[config.mk]
export PLATFORM = sky130hd
export DESIGN_NAME = irq_vector_ctrl
export DESIGN_NICKNAME = d
export VERILOG_FILES = /design/src/rtl/irqc_pkg.sv /design/src/rtl/irqc_sync.sv /design/src/rtl/irqc_regs.sv /design/src/rtl/irqc_prio.sv /design/src/rtl/irq_vector_ctrl.sv
export SDC_FILE = /design/constraint.sdc
export NUM_CORES = 1
export LEC_CHECK = 0
export BUFFER_PORTS_ARGS = -buffer_cell sky130_fd_sc_hd__buf_2
export CELL_PAD_IN_SITES_DETAIL_PLACEMENT = 1
export CELL_PAD_IN_SITES_GLOBAL_PLACEMENT = 1
export CORE_AREA = 2 2 155 157
export CTS_BUF_LIST = sky130_fd_sc_hd__clkbuf_16
export CTS_CLUSTER_SIZE = 8
export DETAILED_ROUTE_END_ITERATION = 10
export DIE_AREA = 0 0 157 159
export PLACE_DENSITY_LB_ADDON = 0.1
export SLEW_MARGIN = 10
export SYNTH_ARGS = -nofsm -noshare
export SYNTH_HDL_FRONTEND = slang
export SYNTH_SLANG_ARGS = --single-unit
export TNS_END_PERCENT = 10
[constraint.sdc]
create_clock -name clk -period 3.6 [get_ports clk]
set_clock_uncertainty 0.1 [all_clocks]
set_input_delay 0.72 -clock clk [delete_from_list [all_inputs] [get_ports clk]]
set_output_delay 0.72 -clock clk [all_outputs]
set_load 0.1 [all_outputs]
[src/rtl/irqc_pkg.sv]
// Shared constants and register word indices for the interrupt controller.
// Assumes a 32-bit data path; index order is the software-visible map.
package irqc_pkg;
    localparam int unsigned DATA_W = 32;
    localparam int unsigned IDX_W  = 3;

    typedef enum logic [IDX_W-1:0] {
        REG_STAT  = 3'd0,
        REG_PEND  = 3'd1,
        REG_ENA   = 3'd2,
        REG_ACK   = 3'd3,
        REG_SETEN = 3'd4,
        REG_CLREN = 3'd5,
        REG_VEC   = 3'd6,
        REG_CTL   = 3'd7
    } reg_idx_e;
endpackage

[src/rtl/irqc_sync.sv]
// Input conditioning: two-flop synchronizer per source, then a per-source
// capture request that is level- or edge-based according to EDGE_MASK.
// Assumes raw sources are asynchronous; requests are suppressed when cap_en=0.
module irqc_sync #(
    parameter int unsigned      NSRC      = 32,
    parameter logic [NSRC-1:0]  EDGE_MASK = '0
) (
    input  logic            clk,
    input  logic            rst_n,
    input  logic [NSRC-1:0] irq_raw,
    input  logic            cap_en,
    output logic [NSRC-1:0] set_req
);
    logic [NSRC-1:0] meta_q;
    logic [NSRC-1:0] sync_q;
    logic [NSRC-1:0] prev_q;

    // Synchronize raw lines and keep last synchronized value for edges.
    always_ff @(posedge clk) begin
        if (!rst_n) begin
            meta_q <= '0;
            sync_q <= '0;
            prev_q <= '0;
        end else begin
            meta_q <= irq_raw;
            sync_q <= meta_q;
            prev_q <= sync_q;
        end
    end

    for (genvar i = 0; i < NSRC; i++) begin : g_src
        if (EDGE_MASK[i]) begin : g_edge
            // Edge source: request on a synchronized rising transition.
            assign set_req[i] = cap_en & sync_q[i] & ~prev_q[i];

            // One request per rising transition.
            p_edge_pulse_r3: assert property (@(posedge clk) disable iff (!rst_n)
                set_req[i] |=> !set_req[i]);
        end else begin : g_level
            // Level source: request for as long as it is high.
            assign set_req[i] = cap_en & sync_q[i];
        end
    end
endmodule

[src/rtl/irqc_regs.sv]
// Register file: status, enable and control words, write side effects and
// the registered read path. Hardware set requests override acknowledge.
// Assumes NSRC <= DATA_W.
module irqc_regs
    import irqc_pkg::*;
#(
    parameter int unsigned NSRC = 32
) (
    input  logic              clk,
    input  logic              rst_n,
    input  logic              wr_en,
    input  logic              rd_en,
    input  reg_idx_e          idx,
    input  logic [DATA_W-1:0] wdata,
    input  logic [NSRC-1:0]   set_req,
    input  logic [DATA_W-1:0] vec,
    output logic [NSRC-1:0]   pend,
    output logic [1:0]        ctl,
    output logic [DATA_W-1:0] rdata
);
    logic [NSRC-1:0] stat_q, stat_nx;
    logic [NSRC-1:0] ena_q,  ena_nx;
    logic [1:0]      ctl_q;
    logic [NSRC-1:0] wbits;

    assign wbits = wdata[NSRC-1:0];
    assign pend  = stat_q & ena_q;
    assign ctl   = ctl_q;

    // Next status: software write or acknowledge, then hardware sets on top.
    always_comb begin
        stat_nx = stat_q;
        if (wr_en && idx == REG_ACK)
            stat_nx = stat_q & ~wbits;
        else if (wr_en && idx == REG_STAT && !ctl_q[1])
            stat_nx = wbits;
        stat_nx = stat_nx | set_req;
    end

    // Next enable: replace, atomic set or atomic clear.
    always_comb begin
        ena_nx = ena_q;
        if (wr_en) begin
            case (idx)
                REG_ENA:   ena_nx = wbits;
                REG_SETEN: ena_nx = ena_q | wbits;
                REG_CLREN: ena_nx = ena_q & ~wbits;
                default:   ena_nx = ena_q;
            endcase
        end
    end

    // State update for status, enable and control words.
    always_ff @(posedge clk) begin
        if (!rst_n) begin
            stat_q <= '0;
            ena_q  <= '0;
            ctl_q  <= '0;
        end else begin
            stat_q <= stat_nx;
            ena_q  <= ena_nx;
            if (wr_en && idx == REG_CTL)
                ctl_q <= wdata[1:0];
        end
    end

    // Registered read data; held while no read is requested.
    always_ff @(posedge clk) begin
        if (!rst_n) begin
            rdata <= '0;
        end else if (rd_en) begin
            case (idx)
                REG_STAT: rdata <= DATA_W'(stat_q);
                REG_PEND: rdata <= DATA_W'(pend);
                REG_ENA:  rdata <= DATA_W'(ena_q);
                REG_VEC:  rdata <= vec;
                REG_CTL:  rdata <= DATA_W'(ctl_q);
                default:  rdata <= '0;
            endcase
        end
    end

    // Acknowledge clears its bits unless hardware set them that cycle.
    p_ack_clear_r5: assert property (@(posedge clk) disable iff (!rst_n)
        (wr_en && idx == REG_ACK) |=>
        ((stat_q & $past(wbits) & ~$past(set_req)) == '0));

    // Hardware set requests always land.
    p_hw_set_r5: assert property (@(posedge clk) disable iff (!rst_n)
        (|set_req) |=> ((stat_q & $past(set_req)) == $past(set_req)));

    // Atomic enable set touches only the given bits.
    p_seten_r6: assert property (@(posedge clk) disable iff (!rst_n)
        (wr_en && idx == REG_SETEN) |=>
        (((ena_q & $past(wbits)) == $past(wbits)) &&
         ((ena_q & ~$past(wbits)) == ($past(ena_q) & ~$past(wbits)))));

    // Atomic enable clear touches only the given bits.
    p_clren_r6: assert property (@(posedge clk) disable iff (!rst_n)
        (wr_en && idx == REG_CLREN) |=>
        (((ena_q & $past(wbits)) == '0) &&
         ((ena_q & ~$past(wbits)) == ($past(ena_q) & ~$past(wbits)))));

    // Direct status write is ignored while capture is on.
    p_stat_locked_r7: assert property (@(posedge clk) disable iff (!rst_n)
        (wr_en && idx == REG_STAT && ctl_q[1]) |=>
        (stat_q == ($past(stat_q) | $past(set_req))));

    // Without capture and without a direct write, no flag appears.
    p_no_capture_r4: assert property (@(posedge clk) disable iff (!rst_n)
        (!ctl_q[1] && !(wr_en && idx == REG_STAT)) |=>
        ((stat_q & ~$past(stat_q)) == '0));
endmodule

[src/rtl/irqc_prio.sv]
// Lowest-index-first encoder: returns the smallest set bit number of the
// pending word, or all ones when nothing is pending. Purely combinational;
// the clock is used only by the checks.
module irqc_prio
    import irqc_pkg::*;
#(
    parameter int unsigned NSRC = 32
) (
    input  logic              clk,
    input  logic              rst_n,
    input  logic [NSRC-1:0]   pend,
    output logic [DATA_W-1:0] vec
);
    localparam int unsigned IW = (NSRC > 1) ? $clog2(NSRC) : 1;

    // Scan from the top down so the lowest set index is kept last.
    always_comb begin
        vec = '1;
        for (int i = NSRC - 1; i >= 0; i--) begin
            if (pend[i]) vec = DATA_W'(i);
        end
    end

    // A reported vector names a pending source with nothing pending below it.
    p_vec_lowest_r9: assert property (@(posedge clk) disable iff (!rst_n)
        (|pend) |-> ((vec < DATA_W'(NSRC)) && pend[vec[IW-1:0]] &&
                     ((pend & ((NSRC'(1) << vec[IW-1:0]) - NSRC'(1))) == '0)));

    // Nothing pending gives the all-ones vector.
    p_vec_none_r9: assert property (@(posedge clk) disable iff (!rst_n)
        !(|pend) |-> (vec == '1));
endmodule

[src/rtl/irq_vector_ctrl.sv]
// Top of the vectored interrupt controller: wires the synchronizer, the
// register file and the priority encoder, and forms the processor request.
// Assumes word-aligned accesses; bits 4:2 of the address select a word.
module irq_vector_ctrl
    import irqc_pkg::*;
#(
    parameter int unsigned      NSRC      = 32,
    parameter int unsigned      ADDR_W    = 5,
    parameter logic [NSRC-1:0]  EDGE_MASK = 32'h0000_FF00
) (
    input  logic              clk,
    input  logic              rst_n,
    input  logic [ADDR_W-1:0] bus_addr,
    input  logic              bus_wr,
    input  logic              bus_rd,
    input  logic [DATA_W-1:0] bus_wdata,
    output logic [DATA_W-1:0] bus_rdata,
    input  logic [NSRC-1:0]   irq_src,
    output logic              cpu_irq
);
    logic [NSRC-1:0]   set_req;
    logic [NSRC-1:0]   pend;
    logic [1:0]        ctl;
    logic [DATA_W-1:0] vec;
    reg_idx_e          idx;

    assign idx = reg_idx_e'(bus_addr[IDX_W+1:2]);

    irqc_sync #(.NSRC(NSRC), .EDGE_MASK(EDGE_MASK)) i_sync (
        .clk     (clk),
        .rst_n   (rst_n),
        .irq_raw (irq_src),
        .cap_en  (ctl[1]),
        .set_req (set_req)
    );

    irqc_regs #(.NSRC(NSRC)) i_regs (
        .clk     (clk),
        .rst_n   (rst_n),
        .wr_en   (bus_wr),
        .rd_en   (bus_rd),
        .idx     (idx),
        .wdata   (bus_wdata),
        .set_req (set_req),
        .vec     (vec),
        .pend    (pend),
        .ctl     (ctl),
        .rdata   (bus_rdata)
    );

    irqc_prio #(.NSRC(NSRC)) i_prio (
        .clk   (clk),
        .rst_n (rst_n),
        .pend  (pend),
        .vec   (vec)
    );

    // Processor request: output enable AND anything pending.
    assign cpu_irq = ctl[0] & (|pend);

    // Only full-word aligned accesses are defined.
    p_word_align_r12: assert property (@(posedge clk) disable iff (!rst_n)
        (bus_wr || bus_rd) |-> (bus_addr[1:0] == 2'b00));
endmodule

## Yosys cells after proc, flatten, opt, wreduce, memory -nomap -nowiden

Index checks and enable logic that the tools add are counted.

| word-level totals | value |
|---|---|
| word-level logic and storage cells | 114 |
| memory bits (read-only) | 0 |
| memory bits (writable) | 0 |
| flip-flop bits (word level) | 178 |
| latch bits | 0 |
| input port bits | 73 |
| memories | 0 |

| cells by class | value |
|---|---|
| add/sub/neg operators | 0 |
| reductions and logical operators | 9 |
| multiply operators | 0 |
| eq/ne operators | 7 |
| shift-type cells | 0 |
| $lt $le $gt $ge | 0 |
| bitwise gates (word level) | 55 |
| muxes and demuxes | 36 |
| divide/modulo/power cells | 0 |

Operator list:

| cell | number |
|---|---|
| 32-bit 2-to-1 mux | 34 |
| 32-bit case mux with 5 select lines | 1 |
| 32-bit bitwise AND | 3 |
| 32-bit case mux with 3 select lines | 1 |
| 32-bit OR | 2 |
| 1-bit bitwise AND | 41 |
| 32-bit inverter | 1 |
| 32-bit OR reduction | 1 |
| 3-bit == test, second input constant | 4 |
| 1-bit inverter | 8 |
| 3-bit by 2-bit == test with 1-bit output, second input constant | 2 |
| 1-bit logical AND | 4 |
| 3-bit by 1-bit == test with 1-bit output, second input constant | 1 |
| 3-bit logical NOT | 1 |
| 3-bit nonzero test | 1 |
| 2-bit AND reduction | 1 |
| 1-bit logical NOT | 1 |

## Depth between registers and ports, before layout

Gate-level depths: netlist of the first run.

| logic depth | value |
|---|---|
| word-level depth | 34 |
| mapped depth | 8 |

## Hierarchy

A second synthesis of the first run with hierarchy kept.

| second synthesis, totals | value |
|---|---|
| cell total of the unflattened synthesis | 1,089 |
| area, all modules | 8,465.6 µm² |

By module, submodules not included:

| module | instances | sequential area each (µm²) | cells an instance | area each (µm²) |
|---|---|---|---|---|
| irqc_regs | 1 | 1,961.9 | 802 | 5,599.1 |
| irqc_sync | 1 | 1,441.4 | 186 | 2,224.6 |
| irqc_prio | 1 | 0.0 | 90 | 565.5 |
| irq_vector_ctrl | 1 | 0.0 | 11 | 76.3 |

## Worst setup path after synthesis of the first run

Ideal clock, no wire load.

| path | value |
|---|---|
| path kind | register to output |
| from | reg i_regs.stat_q[9] |
| to | out cpu_irq |
| cell stages (with the launch flop) | 5 |
| data arrival time | 2,551 ps |
| setup slack | 229 ps |
| cells stage by stage | dfxtp_1 -> a22oi_1 -> and4_1 -> and3_1 -> a31oi_1 |

| on the way | value |
|---|---|
| longest elaborated chain between the ends | 3 |

Ends and longest elaborated chain:

| element | line | text |
|---|---|---|
| start: declaration | irqc_regs.sv:21 | `logic [NSRC-1:0] stat_q, stat_nx;` |
| start signal: assignment | irqc_regs.sv:60 | `stat_q <= stat_nx;` |
| 32-bit bitwise AND | irqc_regs.sv:27 | `assign pend = stat_q & ena_q;` |
| 32-bit OR reduction | irq_vector_ctrl.sv:59 | `assign cpu_irq = ctl[0] & (\|pend);` |
| 1-bit bitwise AND | irq_vector_ctrl.sv:59 |  |
| end: declaration | irq_vector_ctrl.sv:19 | `output logic cpu_irq` |

No other way between the ends.

## Worst setup path in the final report of the first run

| path | value |
|---|---|
| from | reg i_regs.stat_q[11] |
| to | out cpu_irq |

The elaborated chain is that of the path after synthesis.

==> results of run 1 <==
stage by stage:
| step | setup WS (ps) | instances |
|---|---|---|
| 2_1_floorplan | 229.2 | 904 |
| 3_3_place_gp | 702.1 | 1277 |
| 3_5_place_dp | 615.6 | 1277 |
| 4_1_cts | 455.8 | 1309 |
| 5_1_grt | 316.0 | 1309 |
| 6_report | 465.4 | 1310 |
Yosys cell counts, drive strengths merged (4+ instances only):
library cell / number / area [um^2]
dfxtp: 170 / 3403
o21ai: 130 / 650.6
nand2: 98 / 367.9
nor2b: 97 / 606.8
and2: 80 / 500.5
a21oi: 65 / 325.3
clkbuf: 52 / 195.2
a22oi: 43 / 346.6
nor2: 37 / 138.9
a21boi: 27 / 206.5
mux2i: 24 / 240.2
buf: 14 / 81.32
nand3: 8 / 52.55
o22ai: 8 / 50.05
and3: 6 / 37.54
a22o: 5 / 43.79
a31oi: 5 / 31.28
a211oi: 4 / 30.03
layout make-up:
type,count,share of cell area
diodes,1,0.0002785
clock buffers,17,0.04735
clock inverters,15,0.01936
inverters,2,0.0008355
multi-input cells,666,0.4357
flip-flops and latches,170,0.3788
well taps,319,0.04442
repair buffers,120,0.07325
where the power goes:
group          internal (mW)  total, mW  switching, mW
logic                  0.144      0.399          0.256
registers               1.95       2.00         0.0532
clock network          0.938       1.85          0.915
cells by family after synthesis:
| group | Yosys count | share of synthesized area |
|---|---|---|
| DFF | 170 | 0.4485 |
| muxes | 25 | 0.03314 |
| and+or+nand+nor | 339 | 0.2416 |
| AOI/OAI and AO/OA | 302 | 0.2394 |
| buffers and inverters | 68 | 0.03743 |
worst max-delay path, cell delays in order (launching register included):
cell,delay (ps)
dfxtp_1,470
a22oi_1,170
and4_1,240
and3_1,200
a31oi_1,300
buf_2,490
flip-flops by register name, indices dropped and copies added, names as in the netlist:
register / flops
i_regs.rdata: 32
i_sync.meta_q: 32
i_regs.ctl: 2
i_sync.prev_q: 8
i_sync.sync_q: 32
i_regs.ena_q: 32
i_regs.stat_q: 32
how the worst max path moves through the flow:
stage | to | start | slack [ps]
2_1_floorplan | cpu_irq | i_regs.stat_q[9] | 230
3_3_place_gp | i_regs.ena_q[19] | bus_addr[4] | 700
3_5_place_dp | i_regs.ena_q[16] | bus_addr[4] | 620
4_1_cts | cpu_irq | i_regs.stat_q[9] | 460
5_1_grt | cpu_irq | i_regs.stat_q[11] | 320
6_report | cpu_irq | i_regs.stat_q[11] | 470
layer usage:
layer,track usage,part of all wire,up-vias
met5,0,0.0011,-
met4,0.04128,0.0078,4
li1,-,-,3270
met1,0.2808,0.53,3097
met3,0.03674,0.036,19
met2,0.2741,0.42,115
==> qor.csv, run 1 <==
stage,metric,value,unit
timing,hold_viol,0,
grt,grt_remaining_overflow,0,
critical_path,rr_worst_depth,5,
timing,whs,338.1,ps
cells_and_area,area_delta_synth_final,18.40,%
critical_path,reg2reg_to,i_regs.rdata[7],
route,avgViaCountPerCell,4.966,
floorplan,die_y,159,um
timing,tns,0,ps
cells_and_area,layout.nets,1050,
floorplan,ios,106,
floorplan,rows,56,
yosys,synthArstFlopShare,0,
timing,setup_viol,0,
route,num_vias,6505,
power_and_ir_drop,p_leak,3.359,nW
clocking,path_clk_slew,70,ps
min_path,hold_depth,1,
yosys,synth-seq-area-share,0.4485,
clocking,cts_resized,0,
timing,fmax,0.3190,GHz
cells_and_area,layout_commonest_cell,dfxtp_1,
critical_path,crit_path_start_kind,register,
floorplan,initial_utilization,0.3272,
grt,antenna_found_initial,4,
cells_and_area,fin_area,0.008985,mm^2
yosys,synth_edf_count,0,
clocking,cts_hold_buf,0,
route,drc,0,
clocking,postCtsSetupBuffers,0,
floorplan,die_w,157,um
critical_path,cp_max_fo,5,
critical_path,reg2reg_setup_slack,1560,ps
grt,grt_pass1_vias,6390,
placed_design,place_congestion,0.7977,
route,detail_route.wl_per_cell,17.40,um
route,wl,22800,um
critical_path,cp-end-kind,output pin,
cells_and_area,final_util,0.3874,
clocking,htree_levels,4,
timing,drv_slew,0,
floorplan,die-area,0.02496,mm^2
cells_and_area,ff_latch_area,0.003403,mm^2
timing,period_share,0.8707,
critical_path,rr_startpoint,i_regs.stat_q[9],
clocking,numCtsBuffers,17,
yosys,synth_cell_type_count,47,
grt,grtUsageTotal,0.1866,
route,antenna_left,0,
min_path,min_from,i_sync.meta_q[1],
yosys,yosysWarnings,0,
floorplan,core_area,0.02319,mm^2
cells_and_area,drive_gt1_frac,0.1636,
critical_path,worstSetupPathType,register to output pin,
power_and_ir_drop,ir_drop,279.9,uV
placed_design,placed_cell_area,0.008383,mm^2
power_and_ir_drop,power.total,4.257,mW
yosys,synthCells,904,
job,drv_cap,0,
grt,grt_max_degree,78,
clocking,clock-sinks,170,
timing,rsz0062_at_grt,false,
min_path,hold_class,register to register,
clocking,clk_path_buf_depth,2,
cells_and_area,fillers,2768,
placed_design,hpwlAfterDp,15500,um
timing,worst_slew_margin_rel,0.3556,
yosys,syn_nets,977,
yosys,ys_ff_latch,170,
yosys,synth_area_per_cell,8.394,um^2
clocking,clockRootBuffer,clkbuf_16,
critical_path,required,2780,ps
cells_and_area,multiInputGateArea,0.003915,mm^2
min_path,min_to,i_sync.sync_q[1],
run_status,status,completed,
grt,grt_pass1_wl,36450,um
yosys,synthFlopType,dfxtp_1,
power_and_ir_drop,cellPowerDensity,473.8,mW/mm^2
clocking,cts_tree,done,
critical_path,critPathArrivalTime,2310,ps
timing,period_minus_slack,3135,ps
yosys,netlist_area,0.007589,mm^2
cells_and_area,most-common-layout-cells,"170 x dfxtp_1, 121 x o21ai_0, 102 x buf_2",
route,drt_iter0_markers,346,
clocking,clk_latency,430,ps
timing,worst_pin_slew,965.6,ps
placed_design,port_buffers,103,
route,first_pass_iters,5,
Note: power is estimated with default switching activity, not from simulation.
==> run 2, diff against run 1 <==
--- a/config.mk
+++ b/config.mk
@@ -8,14 +8,15 @@
 export BUFFER_PORTS_ARGS = -buffer_cell sky130_fd_sc_hd__buf_2
 export CELL_PAD_IN_SITES_DETAIL_PLACEMENT = 1
 export CELL_PAD_IN_SITES_GLOBAL_PLACEMENT = 1
-export CORE_AREA = 2 2 155 157
+export CORE_AREA = 2 2 164 166
 export CTS_BUF_LIST = sky130_fd_sc_hd__clkbuf_16
 export CTS_CLUSTER_SIZE = 8
 export DETAILED_ROUTE_END_ITERATION = 10
-export DIE_AREA = 0 0 157 159
+export DIE_AREA = 0 0 166 168
 export PLACE_DENSITY_LB_ADDON = 0.1
 export SLEW_MARGIN = 10
 export SYNTH_ARGS = -nofsm -noshare
 export SYNTH_HDL_FRONTEND = slang
+export SYNTH_HIERARCHICAL = 1
 export SYNTH_SLANG_ARGS = --single-unit
 export TNS_END_PERCENT = 10
==> qor.csv, run 2 <==
stage,metric,value,unit,change
run_status,status,completed,,unchanged
cells_and_area,layout_commonest_cell,dfxtp_1,,unchanged
route,first_pass_iters,4,,was 5
timing,worst_slew_margin_rel,0.3238,,was 0.3556
route,drc,0,,unchanged
power_and_ir_drop,ir_drop,237.4,uV,was 279.9 uV
yosys,synth.most_common_cell,dfxtp_1,,unchanged
timing,period_share,0.8167,,was 0.8707
critical_path,critPathArrivalTime,2120,ps,was 2310 ps
yosys,synth_edf_count,0,,unchanged
timing,rsz0062_at_grt,false,,unchanged
cells_and_area,n_antenna_cell,0,,was 1
floorplan,die-area,0.02789,mm^2,was 0.02496 mm^2
route,num_vias,7481,,was 6505
min_path,hold_class,register to register,,unchanged
power_and_ir_drop,power.internal,3.056,mW,was 3.033 mW
yosys,synth_top_cell_by_area,dfxtp_1,,unchanged
clocking,postCtsSetupBuffers,0,,unchanged
clocking,htree_levels,4,,unchanged
placed_design,port_buffers,103,,unchanged
critical_path,crit_path_start_kind,register,,unchanged
grt,grt_max_degree,113,,was 78
critical_path,path_buf_inv,1,,unchanged
critical_path,cp-end-kind,output pin,,unchanged
timing,setup_viol,0,,unchanged
critical_path,crit_chain,and2_1 > nor4_1 > nand4_1 > o21a_1 > buf_2,,was a22oi_1 > and4_1 > and3_1 > a31oi_1 > buf_2
cells_and_area,area_delta_synth_final,13.88,%,was 18.40%
floorplan,rows,60,,was 56
cells_and_area,instances_no_fill,1480,,was 1310
critical_path,slowest_stage,nor4_1,,was buf_2
cells_and_area,most-common-layout-cells,"170 x dfxtp_1, 131 x nand2_1, 109 x nor2_1",,"was 170 x dfxtp_1, 121 x o21ai_0, 102 x buf_2"
yosys,syn_nets,1162,,was 977
placed_design,place_congestion,0.7774,,was 0.7977
yosys,yosysWarnings,6,,was 0
cells_and_area,layout.nets,1199,,was 1050
critical_path,worstSetupPathType,register to output pin,,unchanged
floorplan,initial_utilization,0.3213,,was 0.3272
route,detail_route.wl_per_cell,18.34,um,was 17.40 um
clocking,path_clk_slew,80,ps,was 70 ps
route,antenna_left,0,,unchanged
placed_design,pre_cts_ws,732.9,ps,was 615.6 ps
cells_and_area,fin_area,0.009641,mm^2,was 0.008985 mm^2
floorplan,core_area,0.02635,mm^2,was 0.02319 mm^2
placed_design,hpwlAfterDp,18120,um,was 15500 um
yosys,synth_commonest_cells,"170 x dfxtp_1, 131 x nand2_1, 111 x nor2_1, 88 x a21oi_1, 77 x and2_1",,"was 170 x dfxtp_1, 121 x o21ai_0, 98 x nand2_1, 97 x nor2b_1, 80 x and2_1"
grt,grt_remaining_overflow,0,,unchanged
clocking,clockRootBuffer,clkbuf_16,,unchanged
timing,tns,0,ps,unchanged
timing,worst_pin_slew,1012,ps,was 965.6 ps
yosys,synthTopCellsByArea,"dfxtp_1 40%, nand2_1 5.8%, and2_1 5.7%",,"was dfxtp_1 45%, nor2b_1 8.0%, o21ai_0 8.0%"
route,drt_iter0_markers,466,,was 346
yosys,synthFlopType,dfxtp_1,,unchanged
timing,fmax,0.3401,GHz,was 0.3190 GHz
critical_path,path_delay_family,simple AND/OR/NAND/NOR gates,,was buffers and inverters
route,wl,27140,um,was 22800 um
power_and_ir_drop,p_leak,4.100,nW,was 3.359 nW
route,avgViaCountPerCell,5.055,,was 4.966
floorplan,ios,106,,unchanged
job,drv_cap,0,,unchanged
floorplan,die_y,168,um,was 159 um
floorplan,die_w,166,um,was 157 um
timing,drv_slew,0,,unchanged
yosys,synthCells,1089,,was 904
grt,grt_pass1_wl,43570,um,was 36450 um
cells_and_area,drive_gt1_frac,0.2011,,was 0.1636
critical_path,cp_max_fo,4,,was 5
clocking,clk_path_buf_depth,2,,unchanged
power_and_ir_drop,seqPwrFrac,0.454,,was 0.471
clocking,cts_hold_buf,0,,unchanged
placed_design,dp.cells,1448,,was 1277
timing,period_minus_slack,2940,ps,was 3135 ps
yosys,synthArstFlopShare,0,,unchanged
timing,setup_slack,659.9,ps,was 465.4 ps
timing,hold_viol,0,,unchanged
power_and_ir_drop,p_sw,1.343,mW,was 1.224 mW
grt,grt_pass1_vias,7365,,was 6390
yosys,synth-seq-area-share,0.4020,,was 0.4485
yosys,synth_area_per_cell,7.774,um^2,was 8.394 um^2
clocking,clk_latency,440,ps,was 430 ps
clocking,cts_tree,done,,unchanged
power_and_ir_drop,comb_power_share,0.116,,was 0.094
cells_and_area,final_util,0.3659,,was 0.3874
clocking,numCtsBuffers,17,,unchanged
yosys,synth_top_area_share,0.4020,,was 0.4485
grt,antenna_found_initial,2,,was 4
cells_and_area,fillers,3234,,was 2768
yosys,synth_cell_type_count,50,,was 47
power_and_ir_drop,switching_share,0.3053,,was 0.2875
clocking,cts_resized,0,,unchanged
yosys,ys_ff_latch,170,,unchanged
power_and_ir_drop,p_clk_frac,0.430,,was 0.435
power_and_ir_drop,cellPowerDensity,456.2,mW/mm^2,was 473.8 mW/mm^2
clocking,clock-sinks,170,,unchanged
critical_path,max_stage_delay,380,ps,was 490 ps
yosys,netlist_area,0.008466,mm^2,was 0.007589 mm^2
grt,grtUsageTotal,0.1972,,was 0.1866
critical_path,required,2780,ps,about the same
placed_design,placed_cell_area,0.009042,mm^2,was 0.008383 mm^2
==> run 2: cell count changes in the layout (fill, tap and decap cells not counted), moves of 32 or more <==
| cell | previous run | this run |
|---|---|---|
| nand2_1 | 98 | 131 |
| nor3_1 | 0 | 37 |
| and2_2 | 0 | 51 |
| nor2_1 | 36 | 109 |
| inv_1 | 3 | 36 |
| o31ai_1 | 1 | 33 |
| o21ai_0 | 121 | 68 |
| nor2b_1 | 97 | 35 |
| a22oi_1 | 40 | 1 |
==> run 2: cells by family (layout without fill, tap and decap cells) <==
family | count (synthesis) | in the layout | share of synthesized area
flip-flops | 170 | 170 | 0.4020
AND/OR/NAND/NOR | 498 | 498 | 0.3074
AO/OA/AOI/OAI | 281 | 281 | 0.2087
multiplexers | 2 | 2 | 0.002660
buffers and inverters | 138 | 188 | 0.07922
==> run 2: metrics by stage <==
stage               hold slack [ps]  power [mW]
finish                        330.1       4.398
global route                  358.7       4.603
CTS                           334.3       4.460
detailed placement            322.2       2.558
global placement              317.2       2.548
floorplan                     305.7       2.422
==> run 2: metal layers <==
layer | vias to the layer above | GRT usage | share of wire
met4 | 2 | 0.04461 | 0.0092
met5 | - | 0 | 0.00048
met1 | 3568 | 0.2856 | 0.51
li1 | 3778 | - | -
met2 | 112 | 0.3080 | 0.44
met3 | 21 | 0.03173 | 0.036
==> run 2: power by group through the flow <==
stage | Clock [mW] | Combinational (mW) | Sequential [mW]
after CTS | 1.95 | 0.517 | 2.00
after global placement | 0 | 0.508 | 2.04
final | 1.89 | 0.510 | 2.00
after global routing | 2.03 | 0.568 | 2.01
after detailed placement | 0 | 0.516 | 2.04
after floorplan | 0 | 0.315 | 2.11
==> run 2: path summary, 6_finish.rpt <==
kind              slack [ps]  depth (start not counted)                to             start
hold reg to reg          330                          1  i_sync/sync_q[6]  i_sync/meta_q[6]
hold / removal           330                          1  i_sync/sync_q[6]  i_sync/meta_q[6]
setup / recovery         660                          5           cpu_irq  i_regs/stat_q[1]
setup reg to reg         970                          7   i_regs/rdata[5]  i_regs/stat_q[7]
==> run 2: area by class of cell <==
| type | instances | area, um^2 | area share |
|---|---|---|---|
| Multi-Input combinational cell | 781 | 4407 | 0.4571 |
| Sequential cell | 170 | 3403 | 0.3530 |
| Timing Repair Buffer | 120 | 670.6 | 0.06957 |
| Tap cell | 341 | 426.7 | 0.04426 |
| Clock buffer | 17 | 425.4 | 0.04413 |
| Clock inverter | 15 | 172.7 | 0.01791 |
| Inverter | 36 | 135.1 | 0.01402 |
